[src/rtl/pgr_pkg.sv]
package pgr_pkg;
   typedef enum logic [2:0] {
      ST_IDLE,
      ST_LOAD,
      ST_SHIFT,
      ST_STROBE,
      ST_WAIT
   } rd_state_e;
endpackage

[src/rtl/pgr_prio_enc.sv]
module pgr_prio_enc #(
   parameter int N         = 256,
   parameter int AW        = $clog2(N),
   parameter bit TWO_LEVEL = 1'b1,
   parameter int GRP       = 16
) (
   input  logic [N-1:0]  nz,
   output logic [AW-1:0] addr,
   output logic          any
);
   generate
      if (TWO_LEVEL) begin : g_two
         localparam int NG = N / GRP;
         if (N % GRP != 0) begin : g_bad_grp
            $error("pgr_prio_enc: N must be a multiple of GRP");
         end
         logic [NG-1:0] grp_any;
         for (genvar g = 0; g < NG; g++) begin : g_or
            assign grp_any[g] = |nz[g*GRP +: GRP];
         end
         always_comb begin
            int gi;
            int li;
            logic [GRP-1:0] slice;
            gi = 0;
            for (int g = 0; g < NG; g++) begin
               if (grp_any[g]) gi = g;
            end
            slice = nz[gi*GRP +: GRP];
            li = 0;
            for (int j = 0; j < GRP; j++) begin
               if (slice[j]) li = j;
            end
            addr = AW'(gi * GRP + li);
            any  = |grp_any;
         end
      end else begin : g_lin
         always_comb begin
            addr = '0;
            for (int i = 0; i < N; i++) begin
               if (nz[i]) addr = AW'(i);
            end
            any = |nz;
         end
      end
   endgenerate

   always_comb begin
      if (any) begin
         assert_enc_hit_R2 : assert (nz[addr]);
         assert_enc_top_R2 : assert ((nz >> addr) == N'(1));
      end
   end
endmodule

[src/rtl/pgr_serializer.sv]
module pgr_serializer #(
   parameter int W = 13
) (
   input  logic         clk,
   input  logic         rst_n,
   input  logic         load,
   input  logic         shift,
   input  logic [W-1:0] din,
   output logic         msb
);
   logic [W-1:0] sh_q;

   always_ff @(posedge clk) begin
      if (!rst_n)     sh_q <= '0;
      else if (load)  sh_q <= din;
      else if (shift) sh_q <= {sh_q[W-2:0], 1'b0};
   end

   assign msb = sh_q[W-1];
endmodule

[src/rtl/pgr_strobe_dec.sv]
module pgr_strobe_dec #(
   parameter int N  = 256,
   parameter int AW = $clog2(N)
) (
   input  logic          en,
   input  logic [AW-1:0] sel,
   output logic [N-1:0]  strobe
);
   for (genvar i = 0; i < N; i++) begin : g_dec
      assign strobe[i] = en && (sel == AW'(i));
   end
endmodule

[src/rtl/pixel_group_readout.sv]
module pixel_group_readout
   import pgr_pkg::*;
#(
   parameter int N_PIX     = 256,
   parameter int CNT_W     = 5,
   parameter bit TWO_LEVEL = 1'b1,
   parameter int ENC_GRP   = 16,
   localparam int ADDR_W   = $clog2(N_PIX)
) (
   input  logic              clk,
   input  logic              rst_n,
   input  logic [N_PIX-1:0]  pix_nz,
   input  logic [CNT_W-1:0]  pix_cnt,
   output logic [N_PIX-1:0]  pix_strobe,
   output logic [ADDR_W-1:0] sel_addr,
   output logic              ser_data,
   output logic              ser_frame,
   output logic              hit_or
);
   localparam int WORD_W = ADDR_W + CNT_W;
   localparam int BC_W   = $clog2(WORD_W);
   localparam int LEN_W  = BC_W + 1;

   if (N_PIX < 2) begin : g_bad_npix
      $error("pixel_group_readout: N_PIX must be at least 2");
   end
   if (CNT_W < 1) begin : g_bad_cnt
      $error("pixel_group_readout: CNT_W must be at least 1");
   end

   logic [ADDR_W-1:0] enc_addr, enc_addr_q, sel_q;
   logic              enc_any, enc_any_q, sel_hit_q, reread_q;
   logic [BC_W-1:0]   bit_q;
   logic              sh_msb;
   rd_state_e         state_q;

   pgr_prio_enc #(
      .N(N_PIX), .AW(ADDR_W), .TWO_LEVEL(TWO_LEVEL), .GRP(ENC_GRP)
   ) u_enc (
      .nz(pix_nz), .addr(enc_addr), .any(enc_any)
   );

   always_ff @(posedge clk) begin
      if (!rst_n) begin
         enc_addr_q <= '0;
         enc_any_q  <= 1'b0;
         sel_hit_q  <= 1'b0;
      end else begin
         enc_addr_q <= enc_addr;
         enc_any_q  <= enc_any;
         sel_hit_q  <= pix_nz[sel_q];
      end
   end

   always_ff @(posedge clk) begin
      if (!rst_n) begin
         state_q  <= ST_IDLE;
         sel_q    <= '0;
         bit_q    <= '0;
         reread_q <= 1'b0;
      end else begin
         unique case (state_q)
            ST_IDLE: begin
               reread_q <= 1'b0;
               if (enc_any_q) begin
                  sel_q   <= (reread_q && sel_hit_q) ? sel_q : enc_addr_q;
                  state_q <= ST_LOAD;
               end
            end
            ST_LOAD: begin
               bit_q   <= '0;
               state_q <= ST_SHIFT;
            end
            ST_SHIFT: begin
               if (bit_q == BC_W'(WORD_W - 1)) state_q <= ST_STROBE;
               else                            bit_q   <= bit_q + 1'b1;
            end
            ST_STROBE: state_q <= ST_WAIT;
            ST_WAIT: begin
               reread_q <= 1'b1;
               state_q  <= ST_IDLE;
            end
            default: state_q <= ST_IDLE;
         endcase
      end
   end

   pgr_serializer #(.W(WORD_W)) u_ser (
      .clk(clk), .rst_n(rst_n),
      .load(state_q == ST_LOAD),
      .shift(state_q == ST_SHIFT),
      .din({sel_q, pix_cnt}),
      .msb(sh_msb)
   );

   pgr_strobe_dec #(.N(N_PIX), .AW(ADDR_W)) u_stb (
      .en(state_q == ST_STROBE), .sel(sel_q), .strobe(pix_strobe)
   );

   assign sel_addr  = sel_q;
   assign ser_frame = (state_q == ST_SHIFT);
   assign ser_data  = (state_q == ST_SHIFT) && sh_msb;
   assign hit_or    = enc_any_q;

   // frame length watch for the word-size property
   logic [LEN_W-1:0] frame_len_q;
   always_ff @(posedge clk) begin
      if (!rst_n)         frame_len_q <= '0;
      else if (ser_frame) frame_len_q <= frame_len_q + 1'b1;
      else                frame_len_q <= '0;
   end

   assert_frame_len_R3 : assert property (@(posedge clk) disable iff (!rst_n)
      $fell(ser_frame) |-> (frame_len_q == LEN_W'(WORD_W)));
   assert_addr_stable_R3 : assert property (@(posedge clk) disable iff (!rst_n)
      (ser_frame && $past(ser_frame)) |-> $stable(sel_addr));
   assert_strobe_onehot_R4 : assert property (@(posedge clk) disable iff (!rst_n)
      $onehot0(pix_strobe));
   assert_strobe_after_word_R4 : assert property (@(posedge clk) disable iff (!rst_n)
      (pix_strobe != '0) |-> ($past(ser_frame) && !ser_frame));
   assert_quiet_R8 : assert property (@(posedge clk) disable iff (!rst_n)
      !hit_or |-> (!ser_data && !ser_frame && pix_strobe == '0));
endmodule

[config.mk]
export PLATFORM = sky130hd
export DESIGN_NAME = pixel_group_readout
export DESIGN_NICKNAME = d
export VERILOG_FILES = /design/src/rtl/pgr_pkg.sv /design/src/rtl/pgr_prio_enc.sv /design/src/rtl/pgr_serializer.sv /design/src/rtl/pgr_strobe_dec.sv /design/src/rtl/pixel_group_readout.sv
export SDC_FILE = /design/constraint.sdc
export NUM_CORES = 1
export LEC_CHECK = 0
export ABC_AREA = 1
export BUFFER_PORTS_ARGS = -buffer_cell sky130_fd_sc_hd__buf_2
export CAP_MARGIN = 15
export CORE_AREA = 3 3 203 205
export CTS_CLUSTER_SIZE = 28
export DETAILED_ROUTE_END_ITERATION = 12
export DIE_AREA = 0 0 206 208
export GPL_ROUTABILITY_DRIVEN = 1
export GPL_TIMING_DRIVEN = 0
export PLACE_DENSITY = 0.56
export SKIP_CTS_REPAIR_TIMING = 1
export SLEW_MARGIN = 20
export SYNTH_ARGS = -nofsm -noshare
export SYNTH_HDL_FRONTEND = slang
export SYNTH_SLANG_ARGS = --single-unit
[constraint.sdc]
create_clock -name clk -period 3.4 [get_ports clk]
set_input_delay 0.68 -clock clk [delete_from_list [all_inputs] [get_ports clk]]
set_output_delay 0.68 -clock clk [all_outputs]
set_load 0.1 [all_outputs]
# Word-level counts from Yosys, hierarchy flattened
# Index checks and enable logic that the tools add are counted.
[classes]
n_bitwise = 1
n_eq_ne = 263
shifts = 1
n_reduce_logical = 281
add_sub_neg = 2
n_lt_le_gt_ge = 1
n_mux = 40
[ops]
columns = ["operator", "n"]
rows = [
  ["8-bit equality test (second input constant)", 128],
  ["8-bit by 7-bit equality test with 1-bit output (second input constant)", 64],
  ["1-bit logical AND", 258],
  ["8-bit by 6-bit equality test with 1-bit output (second input constant)", 32],
  ["256-bit OR reduction", 1],
  ["256-bit by 9-bit indexed part select with 16-bit output", 1],
  ["16-bit OR reduction", 15],
  ["8-bit by 5-bit equality test with 1-bit output (second input constant)", 16],
  ["4-bit 2-to-1 mux", 17],
  ["8-bit by 4-bit equality test with 1-bit output (second input constant)", 8],
  ["8-bit by 3-bit equality test with 1-bit output (second input constant)", 4],
  ["3-bit 2-to-1 mux", 10],
  ["13-bit 2-to-1 mux", 2],
  ["8-bit by 2-bit equality test with 1-bit output (second input constant)", 2],
  ["3-bit one-hot mux with 4 select lines", 1],
  ["8-bit by 9-bit < comparator with 1-bit output (second input constant)", 1],
  ["8-bit by 4-bit adder with 8-bit output", 1],
  ["1-bit binary-select mux with 8-bit select", 1],
  ["8-bit by 1-bit equality test with 1-bit output (second input constant)", 1],
  ["8-bit zero test", 1],
  ["2-bit 2-to-1 mux", 4],
  ["4-bit one-hot mux with 2 select lines", 1],
  ["3-bit by 2-bit equality test with 1-bit output (second input constant)", 2],
  ["4-bit by 1-bit adder with 4-bit output (second input constant)", 1],
  ["other kinds (12)", 17],
]
[totals]
output_inout_bits = 267
ff_bits = 39
inputBits = 263
wordCells = 597

# Logic depth before layout (Yosys ltp)
[logic_depth]
ltp_word = 33
ltp_mapped = 40
mapped_depth_nobuf = 39

# By module
# Synthesis repeated with hierarchy kept, for this count alone.
[unflattened]
cells_unflattened = 1823
hier_area_um2 = 9059.9
[modules_own_cells]
columns = ["mod", "area_each_um2", "cells_each", "instances", "seq_area_each_um2"]
rows = [
  ["pixel_group_readout", 3535.9, 689, 1, 520.5],
  ["pgr_prio_enc", 3295.7, 670, 1, 0.0],
  ["pgr_strobe_dec", 1610.3, 366, 1, 0.0],
  ["pgr_serializer", 618.1, 98, 1, 260.2],
]

# Worst setup path before layout
# OpenSTA, ideal clock, no wires.
[synth_path]
path_type = "register -> output"
from = "register sel_q[1] (netlist: sel_addr[1])"
to = "output pix_strobe[102]"
path_stages_with_launch = 11
t_required_ns = 2.720
n_path_buf = 4
arrival_time_ns = 4.050
slack_ns = -1.330
path_cell_list = "dfxtp_1 > clkbuf_1 > inv_1 > nor2_1 > inv_1 > clkbuf_1 > buf_1 > nor2_1 > nand2_1 > clkbuf_1 > nor2_1"
[synth_via]
elab_chain_cells = 2
[synth_rtl]
columns = ["element", "line_no", "text"]
rows = [
  ["start, declared", "pixel_group_readout.sv:31", "logic [ADDR_W-1:0] enc_addr, enc_addr_q, sel_q;"],
  ["start signal, assigned", "pixel_group_readout.sv:66", "sel_q <= (reread_q && sel_hit_q) ? sel_q : enc_addr_q;"],
  ["8-bit by 7-bit equality test with 1-bit output", "pgr_strobe_dec.sv:10", "assign strobe[i] = en && (sel == AW'(i));"],
  ["1-bit logical AND", "pgr_strobe_dec.sv:10", ""],
  ["end, declared", "pixel_group_readout.sv:14", "output logic [N_PIX-1:0] pix_strobe,"],
]
# No other way between the ends.

# Worst setup path after layout
[layout_path]
from = "input pix_nz[204]"
to = "register enc_addr_q[0]"
[layout_via]
elab_chain_cells = 22
[layout_rtl]
columns = ["element", "line_no", "text"]
rows = [
  ["start, declared", "pixel_group_readout.sv:12", "input logic [N_PIX-1:0] pix_nz,"],
  ["16-bit OR reduction", "pgr_prio_enc.sv:19", "assign grp_any[g] = |nz[g*GRP +: GRP];"],
  ["4-bit 2-to-1 mux (4 in series)", "pgr_prio_enc.sv:27", "if (grp_any[g]) gi = g;"],
  ["256-bit by 9-bit indexed part select with 16-bit output (*)", "pgr_prio_enc.sv:29", "slice = nz[gi*GRP +: GRP];"],
  ["1-bit 2-to-1 mux", "pgr_prio_enc.sv:32", "if (slice[j]) li = j;"],
  ["2-bit 2-to-1 mux (2 in series)", "pgr_prio_enc.sv:32", ""],
  ["3-bit 2-to-1 mux (4 in series)", "pgr_prio_enc.sv:32", ""],
  ["4-bit 2-to-1 mux (7 in series)", "pgr_prio_enc.sv:32", ""],
  ["4-bit 2-to-1 mux (*)", "pgr_prio_enc.sv:32", ""],
  ["8-bit by 4-bit adder with 8-bit output (*)", "pgr_prio_enc.sv:34", "addr = AW'(gi * GRP + li);"],
  ["end signal, assigned", "pixel_group_readout.sv:49", "enc_addr_q <= enc_addr;"],
  ["end, declared", "pixel_group_readout.sv:31", ""],
]
# Every way passes the cells marked *; elsewhere a longest branch is shown, timed or not.
# A chain may end at the register's enable or synchronous reset.

==> impl_results.md <==
* Antenna-violating nets left at 0
* Initial antenna violation count at 2
* Die width at 206 um
* Status: complete, but fails checks
* Main area contributors after synthesis: nor2_1, inv_1, nand2_1
* Die area at 42800 um2
* DP Wirelength at 58.4 mm
* Clk_lat worst skew at around 0.29 ns
* Sequential cell fraction of total power at a little under a fifth
* Crit path max fanout at 10
* Post-synthesis instance total at 1584
* Logic pwr share at between 60 and 70%
* Post-layout util at 38.2%
* P per Cell Area at 209 nW/um2
* Post-Synthesis Net Count at 1849
* Ys async rst share at 0%
* Final WL at 70.8 mm
* CTS Buf Count at 5
* Starting Density at 20.3%
* Hold slack at 0.460 ns
* Mapped Avg Cell Area at 5.08 um2
* Max-cap violation count at 0
* Seq cells post-synth at 39
* Drt drc at 0
* Switching share of total power at 55.3%
* Critical Path AT at 4.04 ns
* Final worst path period share at 115%
* Largest net degree at the start of global routing at 14
* Post-synth EDFFs at 0
* Critical Path Source: pix_nz[204]
* Post-synth top flop: dfxtp_1
* Final Cell Area at 15200 um2
* Hold Crit Class: reg -> reg
* Final setup fails at 4
* Max Root-Sink Buffers at 2
* GRT Util Overall at just over 30%
* DR vias at approximately 14000
* IO Port Bufs at 529
* Unrepaired setup endpoints after global routing: yes
* Vias in the first global route at 13500
* DR WL/cell at 26.5 um
* Setup CP Type: in -> reg
* Switching power at ~1.7 mW
* Clock sink count at 39
* Most frequent cell after synthesis: nor2_1
* Most frequent cells after synthesis: nor2_1, inv_1, nand2_1
* Dominant cell type by area after synthesis: nor2_1
* Final Max Slew Viols at 0
* Power Total at 3.16 mW
* Final Worst Setup Slack at -0.494 ns
* Yosys warns at 0
* DP Worst Slack at -1.64 ns
* Synthesized area at slightly above 8000 um2
* Worst-margin pin slew at 1.04 ns
* Share of cells above drive strength 1 at 49.1%
* DIE HEIGHT at 208 um
* Synth top area share at between 15 and 20%
* Worst EP required at 3.54 ns
* Failing checks: negative setup slack
* Leak pwr at 6.53 nW
* Root Driver: clkbuf_16
* Library cells used by synthesis at 40
* CP max-delay cell: nor4_1
* Area growth, synth to finish at 88.6%
* Final Non-Filler Cells at 2672
* Clk pwr share at 16.9%
* Filler cell count at 4279
* Final Hold Fails at 0
* Placed inst area at around 13000 um2
* Core area at 39600 um2
* Worst-path cell chain: buf_2 -> nor4_1 -> nand4_1 -> nor2_1 -> nand2_1 -> inv_1 -> nand2_1 -> clkinv_1 -> clkbuf_1 -> o211ai_1 -> nand2_1 -> inv_1 -> nand2_1 -> nand2_1 -> nand2_1 -> nand2_1 -> nand2_1 -> nand2_1 -> nand2_2 -> a21oi_2
* FP Rows at between 70 and 80
* Register area share after synthesis at 9.71%
* Hold Startpoint: u_ser.sh_q[0]
* Total gr overflow at 0
* Clock-pin slew on the worst setup and hold paths at 0.05 ns
* Setup total negative slack at -1.62 ns
* Crit path launch type: primary input
* Internal power at 1.41 mW
* DR vias/cell at 5.31
* Rel. slew slack at 30.8%
* CTS tree: built
* Placed Cells at 2638
* RR Startpoint: sel_addr[0]
* Multi-input gate area at 7820 um2
* Htree depth at 2
* Fmax at approximately 260 MHz
* Critical Path Sink Type: flop
* Skew final at 0.00667 ns
* Initial DRC Count at 1362
* VDD IR-drop max at 0.175 mV
* Router iterations before antenna repair at 5
* Final net count at 2409
* CP peak stage delay at 0.72 ns
* Final Wtd Congestion at slightly below 1
* Register area at 795 um2
* I/O Pins at 530
* First-pass GRT wire length at 95.4 mm
* Minimum clock period at 3.89 ns
* Critical Path Most Common Cell: nand2_1
## registers in the layout, indices dropped and copies added (netlist names)
signal / flops
reread_q: 1
state_q: 3
enc_addr_q: 8
u_ser.sh_q: 13
hit_or: 1
sel_addr: 8
sel_hit_q: 1
bit_q: 4
## power groups by stage
| stage | Sequential, mW | Clock, mW | Combinational, mW |
|---|---|---|---|
| floorplan | 0.688 | 0 | 0.927 |
| global placement | 0.590 | 0 | 1.86 |
| detailed placement | 0.591 | 0 | 1.86 |
| CTS | 0.582 | 0.539 | 1.87 |
| global route | 0.601 | 0.562 | 2.13 |
| finish | 0.594 | 0.533 | 2.03 |
## per-layer routing
metal	routed length [um]	GRT usage (%)	vias to the layer above
li1	-	-	6467
met1	26000	35.5	6650
met2	35400	55.5	896
met3	5100	3.77	171
met4	4270	13.0	0
met5	0	0	-
## worst paths after layout
check             endpoint  slack [ns]  cells past startpoint
min reg2reg  u_ser.sh_q[0]        0.46                      2
max          enc_addr_q[0]       -0.49                     20
min          u_ser.sh_q[0]        0.46                      2
max reg2reg      sel_hit_q        0.02                     11
## layout by cell type, fill, tap and decap left out, types with 23 or more instances in the layout
master,Yosys,layout
buf_2,14,339
inv_1,231,219
nor2_4,0,189
nand2_1,211,166
buf_6,18,133
o21ai_0,130,121
nor2_2,2,98
o22ai_1,87,87
a21oi_1,91,86
buf_4,2,83
nand3_1,84,76
nor2_1,349,64
o21ai_1,41,44
clkbuf_4,0,43
nand4_1,39,39
nand2_2,2,37
o211ai_1,36,36
dfxtp_1,39,32
clkbuf_1,71,30
inv_2,17,26
nor4_1,33,23
## logic make-up (layout without fill, tap and decap cells)
| group | after synthesis | count (layout) | synth area share (%) |
|---|---|---|---|
| and+or+nand+nor | 738 | 739 | 39.1 |
| AOI/OAI and AO/OA | 439 | 439 | 31.8 |
| buffers and inverters | 366 | 926 | 19.1 |
| DFF | 39 | 39 | 9.71 |
| adders and majority gates | 2 | 2 | 0.311 |
| other | 0 | 2 | 0 |
## worst max-delay path: cells and delay by family
| family | cells | cell delay, ns |
|---|---|---|
| compound gates | 2 | 0.30 |
| buf+inv | 5 | 1.14 |
| simple gates | 13 | 1.89 |
## cell type report
| cell class | instances | area share (%) |
|---|---|---|
| sequential | 39 | 5.24 |
| inverter | 253 | 6.36 |
| timing repair buffer | 555 | 25.4 |
| buffer | 110 | 5.88 |
| clock buffer | 5 | 0.825 |
| antenna | 2 | 0.0330 |
| multi-input combinational | 1180 | 51.6 |
| tap | 525 | 4.33 |
| clock inverter | 3 | 0.289 |
(Power assumes the default switching activity.)
